==> config.mk <==
export PLATFORM = sky130hd
export DESIGN_NAME = serial_audio_rx
export DESIGN_NICKNAME = d
export VERILOG_FILES = /design/src/rtl/serial_audio_rx.sv
export SDC_FILE = /design/constraint.sdc
export NUM_CORES = 1
export LEC_CHECK = 0
export BUFFER_PORTS_ARGS = -buffer_cell sky130_fd_sc_hd__clkbuf_2
export CAP_MARGIN = 15
export CORE_MARGIN = 1
export CORE_UTILIZATION = 35
export CTS_CLUSTER_DIAMETER = 80
export DETAILED_ROUTE_END_ITERATION = 6
export MAX_ROUTING_LAYER = met4
export PLACE_DENSITY_LB_ADDON = 0.15
export SYNTH_ARGS = -nofsm -noshare
export SYNTH_HDL_FRONTEND = slang
export SYNTH_SLANG_ARGS = --single-unit
export TNS_END_PERCENT = 10
==> constraint.sdc <==
create_clock -name clk -period 2.25 [get_ports clk]
set_input_delay 0.1125 -clock clk [delete_from_list [all_inputs] [get_ports clk]]
set_output_delay 0.1125 -clock clk [all_outputs]
set_load 0.01 [all_outputs]
==> src/rtl/serial_audio_rx.sv <==
module serial_audio_rx #(
  parameter int DW         = 20,
  parameter int CW         = 7,
  parameter int LOCK_EDGES = 4
) (
  input  logic          clk,
  input  logic          rst_n,
  input  logic          bclk_i,
  input  logic          lrck_i,
  input  logic          sdata_i,
  input  logic [1:0]    fmt_sel,
  input  logic [1:0]    wlen_sel,
  output logic [DW-1:0] left_o,
  output logic [DW-1:0] right_o,
  output logic          valid_o,
  output logic          locked_o
);
  localparam int SW = $clog2(LOCK_EDGES);
  localparam logic [CW-1:0] CMAX = {CW{1'b1}};
  localparam logic [CW-1:0] CDW  = CW'(DW);

  logic [2:0]    bclk_q;
  logic [1:0]    lr_q, sd_q;
  logic          lr_d, half_lr;
  logic [DW-1:0] shreg, left_hold;
  logic [CW-1:0] cnt, prev_len;
  logic [SW-1:0] streak;
  logic [CW-1:0] wbits;

  always_ff @(posedge clk) begin
    if (!rst_n) begin
      bclk_q <= '0; lr_q <= '0; sd_q <= '0;
    end else begin
      bclk_q <= {bclk_q[1:0], bclk_i};
      lr_q   <= {lr_q[0], lrck_i};
      sd_q   <= {sd_q[0], sdata_i};
    end
  end

  wire bit_tick = bclk_q[1] & ~bclk_q[2];
  wire fmt_i2s  = (fmt_sel == 2'b00);
  wire fmt_lsb  = fmt_sel[1];
  wire lr_eff   = fmt_i2s ? lr_d : lr_q[1];
  wire edge_now = bit_tick & (lr_eff != half_lr);

  always_comb begin
    case (wlen_sel)
      2'b00:   wbits = CW'(16);
      2'b01:   wbits = CW'(18);
      default: wbits = CW'(20);
    endcase
  end

  wire len_ok   = (cnt == prev_len) && (cnt >= wbits) && (cnt != CMAX);
  wire drop     = bit_tick & (edge_now ? !len_ok : (cnt == CMAX));
  wire snap     = fmt_lsb ? edge_now : (bit_tick & (cnt == wbits));
  wire [DW-1:0] snap_word = shreg << (CDW - wbits);
  wire take_pair = snap & half_lr & locked_o & !drop;

  always_ff @(posedge clk) begin
    if (!rst_n) begin
      lr_d <= 1'b0; half_lr <= 1'b0; shreg <= '0; cnt <= '0;
    end else if (bit_tick) begin
      lr_d  <= lr_q[1];
      shreg <= {shreg[DW-2:0], sd_q[1]};
      if (edge_now) begin
        half_lr <= lr_eff;
        cnt     <= CW'(1);
      end else if (cnt != CMAX) begin
        cnt <= cnt + 1'b1;
      end
    end
  end

  always_ff @(posedge clk) begin
    if (!rst_n) begin
      prev_len <= '0; streak <= '0; locked_o <= 1'b0;
    end else if (drop) begin
      streak <= '0; locked_o <= 1'b0;
      if (edge_now) prev_len <= cnt;
    end else if (edge_now) begin
      prev_len <= cnt;
      if (streak == SW'(LOCK_EDGES - 1)) locked_o <= 1'b1;
      else streak <= streak + 1'b1;
    end
  end

  always_ff @(posedge clk) begin
    if (!rst_n) begin
      left_hold <= '0; left_o <= '0; right_o <= '0; valid_o <= 1'b0;
    end else begin
      if (snap && !half_lr) left_hold <= snap_word;
      valid_o <= take_pair;
      if (take_pair) begin
        left_o <= left_hold; right_o <= snap_word;
      end else if (drop || !locked_o) begin
        left_o <= '0; right_o <= '0;
      end
    end
  end

  p_valid_needs_lock_r8: assert property (@(posedge clk) disable iff (!rst_n)
    valid_o |-> locked_o);
  p_mute_when_unlocked_r8: assert property (@(posedge clk) disable iff (!rst_n)
    !locked_o |-> (left_o == '0 && right_o == '0));
  p_single_strobe_r6: assert property (@(posedge clk) disable iff (!rst_n)
    valid_o |=> !valid_o);
  p_lock_moves_on_tick_r7: assert property (@(posedge clk) disable iff (!rst_n)
    !$stable(locked_o) |-> $past(bit_tick));
  p_pad_zero_r5: assert property (@(posedge clk) disable iff (!rst_n)
    (valid_o && $past(wlen_sel) == 2'b00) |-> (left_o[3:0] == 4'd0 && right_o[3:0] == 4'd0));
endmodule

==> results.json, run 1 <==
{
  "outcome": "finished, final reports clean",
  "peakVddDrop_v": 0.000346,
  "fin_crit_sh": 0.894,
  "cts_tree": "done",
  "clkLatencyLatePin_ns": 0.35,
  "grt_pass1_vias": 3550,
  "start_kind": "flop",
  "gp_congestion": 0.803,
  "fin_tns_setup_ns": 0,
  "cts_sinks": 107,
  "synth_top_family_by_area": "simple AND/OR/NAND/NOR gates",
  "syn_area_sq_mm": 0.00472,
  "drive_gt1_frac": 0.219,
  "pin_count": 51,
  "hold_ws_ns": 0.205,
  "power_density_mw_per_mm2": 653,
  "port-buffer-count": 50,
  "rows": 42,
  "cp_cell_sequence": "inv_1, ha_1, nand4_1, a211o_1, buf_4, nand2_1, a21boi_0",
  "grt_max_degree": 42,
  "p_leak_nw": 1.82,
  "path_clk_slew_ns": 0.07,
  "drv_slew": 0,
  "cpPeakStageDelay_ns": 0.48,
  "fp.dieH_um": 118,
  "syn_nets": 571,
  "slowest_stage": "a211o_1",
  "drt_iter0_markers": 165,
  "grt_pass1_wl_mm": 17.0,
  "cts-root-buf": "clkbuf_16",
  "worstHoldPathType": "in -> reg",
  "route.antenna.remaining_nets": 0,
  "clk_path_buf_depth": 2,
  "ys_top_cells_by_area": "dfxtp_1 (45%), nand2_1 (16%), a21oi_2 (7.2%)",
  "dieArea_sq_mm": 0.0139,
  "fin_worst_skew_ns": 0.00919,
  "die_w_um": 118,
  "syn-instance-count": 558,
  "maxCapViolCount": 0,
  "vias_per_cell": 4.82,
  "synth.distinct_cells": 46,
  "diodes": 0,
  "htreeDepth": 3,
  "path_max_fanout": 12,
  "antenna_found_initial": 0,
  "crit_required_ns": 2.49,
  "crit_arrival_ns": 2.26,
  "rsz0062_at_grt": "false",
  "synth_area_per_cell_sq_um": 8.46,
  "route.detailed.wl_per_inst_um": 12.7,
  "layout_min_cycle_time_ns": 2.01,
  "timing.slew.headroom": 0.671,
  "dp_hpwl_mm": 6.78,
  "cts_setup_buffers": 0,
  "start_util": 0.358,
  "yosys_warnings": 0,
  "synth_fa_ha_area_frac": 0.0106,
  "setup_viol": 0,
  "nets": 612,
  "worst_pin_slew_ns": 0.488,
  "grt_overflow": 0,
  "first_pass_iters": 5,
  "synth_area_leader_cell": "dfxtp_1",
  "synth-compound-area-share": 0.208,
  "max_freq_mhz": 497,
  "yosys.area.top_type_share": 0.454,
  "syn2layout_area_growth_pct": 15.3,
  "drcViolationCount": 0,
  "synthMuxAreaShare": 0.0361,
  "coreArea_sq_mm": 0.0132,
  "routed_wl_mm": 9.91,
  "end_kind": "flop",
  "gr-usage-all-layers": 0.156,
  "yosysSeqAreaShare": 0.454,
  "synthXorXnorAreaFrac": 0.0183,
  "yosys.area_share.simple": 0.225,
  "numCtsBuffers": 9,
  "synth-seq-cells": 107,
  "finalHoldViolCount": 0,
  "vias": 3763,
  "critPathKind": "reg -> reg"
}
==> layout make-up <==
type                    instances  area (sq um)
well taps                     176           220
flip-flops and latches        107          2140
clock buffers                  10           239
repair buffers                 69           425
inverters                       3          11.3
fillers                      1328          7750
clock inverters                 6          46.3
multi-input cells             409          2360
==> cell families after synthesis <==
kind of cell	Yosys count
AOI/OAI and AO/OA	126
xor gates and xnor gates	9
adders and majority gates	4
buffers and inverters	42
DFF	107
muxes	17
and+or+nand+nor	253
==> where the power goes <==
group	switching (mW)	internal (mW)	total, mW
combinational	0.0732	0.0505	0.124
sequential	0.00534	1.90	1.91
clock	0.735	0.789	1.52
==> state kept, by name, summed over array words and instances, names as in the netlist <==
name       count
lr_q           2
half_lr        1
sd_q           2
left_hold     20
lr_d           1
right_o       20
streak         2
left_o        20
locked_o       1
cnt            7
prev_len       7
valid_o        1
bclk_q         3
shreg         20
==> per-layer routing <==
layer	vias up	part of all wire	global-route usage
met2	64	0.47	0.246
met5	-	0	-
met3	11	0.038	0.0504
met1	1758	0.48	0.190
li1	1930	-	-
met4	0	0.014	0.0473
==> critical path: cells and delay by family, from the launching register on <==
family,cells,cell delay [ns]
buf+inv,2,0.32
compound gates,2,0.55
simple gates,2,0.26
flops,1,0.46
fa+ha+maj,1,0.31
==> per-stage QoR <==
stage	area (sq um)	total power [mW]	cells	utilization	setup WS [ns]
global route	5440	3.68	780	0.412	0.108
detailed placement	5120	2.07	761	0.389	0.244
finish	5440	3.55	780	0.412	0.238
CTS	5440	3.61	780	0.412	0.230
global placement	5120	2.07	761	0.389	0.285
floorplan	4720	2.04	558	-	0.215
==> synthesized netlist by cell type (all sizes together) <==
cell type    n
a21o         1
o211ai       1
nor2        16
o41a         1
nand2      197
o31ai        1
a21oi       43
o21ai       22
and3         3
nor2b        3
ha           4
dfxtp      107
nor3b        4
and2         8
xnor2        8
buf         23
nor3         5
nand4        3
nand3        8
clkbuf      16
a31oi        1
a21boi      47
a32oi        2
inv          3
nand2b       3
o21a         1
or3          1
xor2         1
nor4         1
a211oi       4
a211o        1
a311oi       1
mux2i       17
nand3b       1
==> final timing paths <==
check                           slack [ns]        from           end  cells after the start
worst max-delay path                  0.24      cnt[1]  left_hold[8]                      7
worst max register to register        0.24      cnt[1]  left_hold[8]                      7
worst min-delay path                  0.20  fmt_sel[0]       half_lr                      4
worst min register to register        0.43     sd_q[0]       sd_q[1]                      1
==> placed cells by master (no fill, tap or decap), types with 2 or more instances in the layout <==
master	n
nand2b_1	3
clkbuf_16	9
buf_4	14
a21oi_1	3
nor3b_1	2
mux2i_1	17
dlygate4sd3_1	3
inv_1	3
o21ai_1	2
a21boi_1	20
ha_1	4
dfxtp_1	107
and3_1	3
nand3_1	7
nor3_1	4
a21boi_0	27
xnor2_1	7
nand2_1	197
buf_12	2
nor2_1	15
o21ai_0	20
nand4_1	3
nor2b_1	3
clkbuf_2	50
nor3b_2	2
and2_1	8
a21oi_2	40
clkinvlp_4	2
a211oi_1	3
inv_6	2
a32oi_1	2
==> repair_timing <==
item,in CTS,in global routing
hold endpoints to repair,3,0
hold buffers,3,0
endpoints found under the setup margin,0,0
resized for setup,0,0
Power figures use the tool's default switching activity.
==> run 2: changes to the inputs <==
RECOVER_POWER = 25   (was default)
==> run 2 against run 1 <==
Cell count unchanged. Highest routed layer unchanged. Critical path type unchanged. Maximum frequency about the same. Count of clock-buffer cells in the layout unchanged. Clock skew about the same.
==> results.json, run 2 (synthesized netlist as in run 1, its figures left out) <==
{
  "hp-start": "fmt_sel[0]",
  "outcome": "finished, final reports clean",
  "timing.slew.headroom": 0.672,
  "path_clk_slew_ns": 0.07,
  "reg2reg_depth": 7,
  "layout_min_cycle_time_ns": 2.01,
  "syn2layout_area_growth_pct": 14.5,
  "clkLatencyLatePin_ns": 0.35,
  "cpPeakStageDelay_ns": 0.48,
  "worstHoldPathCells": 4,
  "fin_crit_sh": 0.894,
  "path_max_fanout": 12,
  "cts_tree": "done",
  "first_pass_iters": 5,
  "drt_iter0_markers": 172,
  "route.detailed.wl_per_inst_um": 12.8,
  "ctsHoldBuffers": 3,
  "setup_viol": 0,
  "end_kind": "flop",
  "crit_required_ns": 2.50,
  "grt_pass1_wl_mm": 17.0,
  "critPathKind": "reg -> reg",
  "power.share.clock": 0.429,
  "grt_overflow": 0,
  "cts_setup_buffers": 0,
  "fp.dieH_um": 118,
  "layout_common_cells": "nand2_1 (197), dfxtp_1 (107), a21oi_2 (40)",
  "gp_congestion": 0.803,
  "vias": 3770,
  "cp-startpoint": "cnt[1]",
  "ff2ff_setup_slack_ns": 0.24,
  "worstHoldPathType": "in -> reg",
  "clk_path_buf_depth": 2,
  "port-buffer-count": 50,
  "diodes": 0,
  "routed_wl_mm": 9.97,
  "peakVddDrop_v": 0.000346,
  "worst_pin_slew_ns": 0.487,
  "cp_cell_sequence": "inv_1, ha_1, nand4_1, a211o_1, buf_4, nand2_1, a21boi_0",
  "combPwrFrac": 0.035,
  "numCtsBuffers": 9,
  "fillers": 1344,
  "drv_slew": 0,
  "coreArea_sq_mm": 0.0132,
  "timing.rr.end": "left_hold[8]",
  "crit_buf_inv": 2,
  "power.share.sequential": 0.536,
  "drcViolationCount": 0,
  "slowest_stage": "a211o_1",
  "cts-resized-gates": 0,
  "finalHoldViolCount": 0,
  "cts_sinks": 107,
  "drive_gt1_frac": 0.169,
  "nets": 612,
  "grt_max_degree": 42,
  "power_switching_share": 0.229,
  "maxCapViolCount": 0,
  "vias_per_cell": 4.83,
  "max_freq_mhz": 497,
  "hold_end": "half_lr",
  "fin_tns_setup_ns": 0,
  "die_w_um": 118,
  "cts-root-buf": "clkbuf_16",
  "rows": 42,
  "grt_pass1_vias": 3550,
  "power_density_mw_per_mm2": 658,
  "p_int_mw": 2.74,
  "fin_worst_skew_ns": 0.00930,
  "dieArea_sq_mm": 0.0139,
  "htreeDepth": 3,
  "p_leak_nw": 1.71,
  "crit_arrival_ns": 2.26,
  "crit_family": "compound AO/OA/AOI/OAI gates",
  "pin_count": 51,
  "dp_hpwl_mm": 6.78,
  "start_util": 0.358,
  "route.antenna.remaining_nets": 0,
  "rsz0062_at_grt": "false",
  "place_ws_ns": 0.244,
  "antenna_found_initial": 0,
  "gr-usage-all-layers": 0.156,
  "layout_commonest_cell": "nand2_1",
  "layout_setup_ws_ns": 0.239,
  "r2r-start": "cnt[1]",
  "switching_power_uw": 815,
  "start_kind": "flop"
}
## run 2: area by class of cell
cell class	count	area (sq um)	share of cell area
multi-input cells	409	2360	0.436
flip-flops and latches	107	2140	0.396
repair buffers	69	388	0.0718
clock buffers	10	239	0.0442
well taps	176	220	0.0408
clock inverters	6	46.3	0.00857
inverters	3	11.3	0.00208
## run 2: per-layer routing
metal | up-vias | GRT usage | routed length, um
li1 | 1929 | - | -
met1 | 1756 | 0.190 | 4730
met2 | 73 | 0.246 | 4650
met3 | 12 | 0.0504 | 446
met4 | 0 | 0.0473 | 145
met5 | - | - | 0
## run 2: worst max-delay path by stage
stage / endpoint / cells after the start
6_report: left_hold[8] / 7
5_1_grt: left_hold[8] / 7
3_5_place_dp: left_hold[10] / 7
2_1_floorplan: valid_o / 10
4_1_cts: left_hold[10] / 7
3_3_place_gp: left_hold[8] / 7
## run 2: worst reg2reg max path, stage by stage, from the launching register on
cell and delay [ns]:
dfxtp_1 0.46, inv_1 0.09, ha_1 0.31, nand4_1 0.19, a211o_1 0.48, buf_4 0.24
nand2_1 0.07, a21boi_0 0.07
## run 2: power by group through the flow
stage | clock network, mW | registers (mW) | logic [mW]
6_report | 1.53 | 1.91 | 0.124
5_1_grt | 1.64 | 1.91 | 0.138
4_1_cts | 1.57 | 1.91 | 0.126
3_5_place_dp | 0 | 1.95 | 0.122
3_3_place_gp | 0 | 1.95 | 0.120
2_1_floorplan | 0 | 1.95 | 0.0875
## run 2: through the flow
step	instance area (sq um)	utilization	total power, mW	std cells	hold slack, ns
floorplan	4720	-	2.04	558	0.240
global placement	5120	0.389	2.07	761	0.318
detailed placement	5120	0.389	2.07	761	0.321
CTS	5440	0.412	3.61	780	0.195
global route	5400	0.410	3.68	780	0.249
finish	5400	0.410	3.56	780	0.205
==> run 3: changes to the inputs <==
==> constraint.sdc (replaced) <==
create_clock -name clk -period 2.25 [get_ports clk]
set_input_delay 0.225 -clock clk [delete_from_list [all_inputs] [get_ports clk]]
set_output_delay 0.225 -clock clk [all_outputs]
set_load 0.01 [all_outputs]
==> run 3 against run 2 <==
Utilization down 0.21 points. Flip-flop and latch count unchanged. Worst hold slack worse by 0.13 ns. Critical path type unchanged. Critical endpoint unchanged.
==> results.json, run 3 (synthesized netlist as in run 1, its figures left out) <==
{
  "ff2ff_setup_slack_ns": 0.17,
  "drive_gt1_frac": 0.162,
  "path_clk_slew_ns": 0.07,
  "cts_setup_buffers": 0,
  "first_pass_iters": 4,
  "fin_crit_sh": 0.925,
  "drcViolationCount": 0,
  "grt_overflow": 0,
  "cpPeakStageDelay_ns": 0.50,
  "place_ws_ns": 0.157,
  "crit_required_ns": 2.48,
  "drt_iter0_markers": 169,
  "fillers": 1354,
  "vias": 3711,
  "gp_congestion": 0.765,
  "nets": 607,
  "cts_sinks": 107,
  "fin_tns_setup_ns": 0,
  "htreeDepth": 3,
  "cts-resized-gates": 0,
  "rows": 42,
  "antenna_found_initial": 0,
  "port-buffer-count": 50,
  "setup_viol": 0,
  "maxCapViolCount": 0,
  "cts-root-buf": "clkbuf_16",
  "critPathKind": "reg -> reg",
  "layout_common_cells": "nand2_1 (197), dfxtp_1 (107), a21oi_2 (40)",
  "gr-usage-all-layers": 0.156,
  "pin_count": 51,
  "vias_per_cell": 4.79,
  "slowest_stage": "a211o_1",
  "grt_max_degree": 42,
  "cts_tree": "done",
  "path_max_fanout": 12,
  "grt_pass1_vias": 3562,
  "diodes": 0,
  "coreArea_sq_mm": 0.0132,
  "clk_path_buf_depth": 2,
  "route.detailed.wl_per_inst_um": 12.9,
  "crit_family": "compound AO/OA/AOI/OAI gates",
  "finalHoldViolCount": 0,
  "max_freq_mhz": 480,
  "ctsHoldBuffers": 0,
  "timing.slew.headroom": 0.300,
  "drv_slew": 0,
  "grt_pass1_wl_mm": 17.1,
  "start_util": 0.358,
  "power_density_mw_per_mm2": 669,
  "numCtsBuffers": 9,
  "crit_arrival_ns": 2.32,
  "layout_min_cycle_time_ns": 2.08,
  "peakVddDrop_v": 0.000300,
  "layout_commonest_cell": "nand2_1",
  "p_leak_nw": 1.70,
  "dieArea_sq_mm": 0.0139,
  "dp_hpwl_mm": 6.81,
  "route.antenna.remaining_nets": 0,
  "rsz0062_at_grt": "false",
  "worstHoldPathType": "in -> reg",
  "cp_cell_sequence": "inv_1, ha_1, nand4_1, a211o_1, buf_4, nand2_1, a21boi_0",
  "crit_buf_inv": 2,
  "outcome": "finished, final reports clean",
  "end_kind": "flop",
  "routed_wl_mm": 9.97,
  "syn2layout_area_growth_pct": 13.9,
  "die_w_um": 118,
  "layout_setup_ws_ns": 0.168,
  "fp.dieH_um": 118,
  "fin_worst_skew_ns": 0.00975,
  "worst_pin_slew_ns": 1.05,
  "clkLatencyLatePin_ns": 0.35,
  "start_kind": "flop",
  "fin_util": 0.408
}
-- run 3: layout make-up --
| type | count | area, sq um | share of cell area |
|---|---|---|---|
| multi-input combinational | 409 | 2360 | 0.438 |
| sequential | 107 | 2140 | 0.399 |
| timing repair buffer | 64 | 354 | 0.0659 |
| clock buffer | 11 | 243 | 0.0452 |
| tap | 176 | 220 | 0.0410 |
| clock inverter | 4 | 48.8 | 0.00908 |
| inverter | 3 | 11.3 | 0.00209 |
-- run 3: where the power goes --
group          switching, mW  internal (mW)  total (mW)
registers            0.00550           1.90        1.91
logic                 0.0736         0.0453       0.119
clock network          0.685          0.888        1.57
total                  0.764           2.83        3.60
-- run 3: path summary, 6_finish.rpt --
check | start | end | depth (start not counted)
setup reg to reg | cnt[1] | left_hold[8] | 7
setup / recovery | cnt[1] | left_hold[8] | 7
hold reg to reg | bclk_q[0] | bclk_q[1] | 1
hold / removal | bclk_i | bclk_q[0] | 2
-- run 3: layer usage --
metal,part of all wire,GRT usage
met2,0.46,0.243
met1,0.50,0.200
met4,0.017,0.0625
met3,0.028,0.0291
met5,0,-
-- run 3: stage by stage --
step | total power [mW] | cells | area (sq um) | hold WS, ns
2_1_floorplan | 2.04 | 558 | 4720 | 0.352
5_1_grt | 3.74 | 774 | 5380 | 0.0656
3_3_place_gp | 2.07 | 759 | 5120 | 0.417
4_1_cts | 3.66 | 774 | 5410 | 0.0681
3_5_place_dp | 2.07 | 759 | 5120 | 0.424
6_report | 3.60 | 774 | 5380 | 0.0785
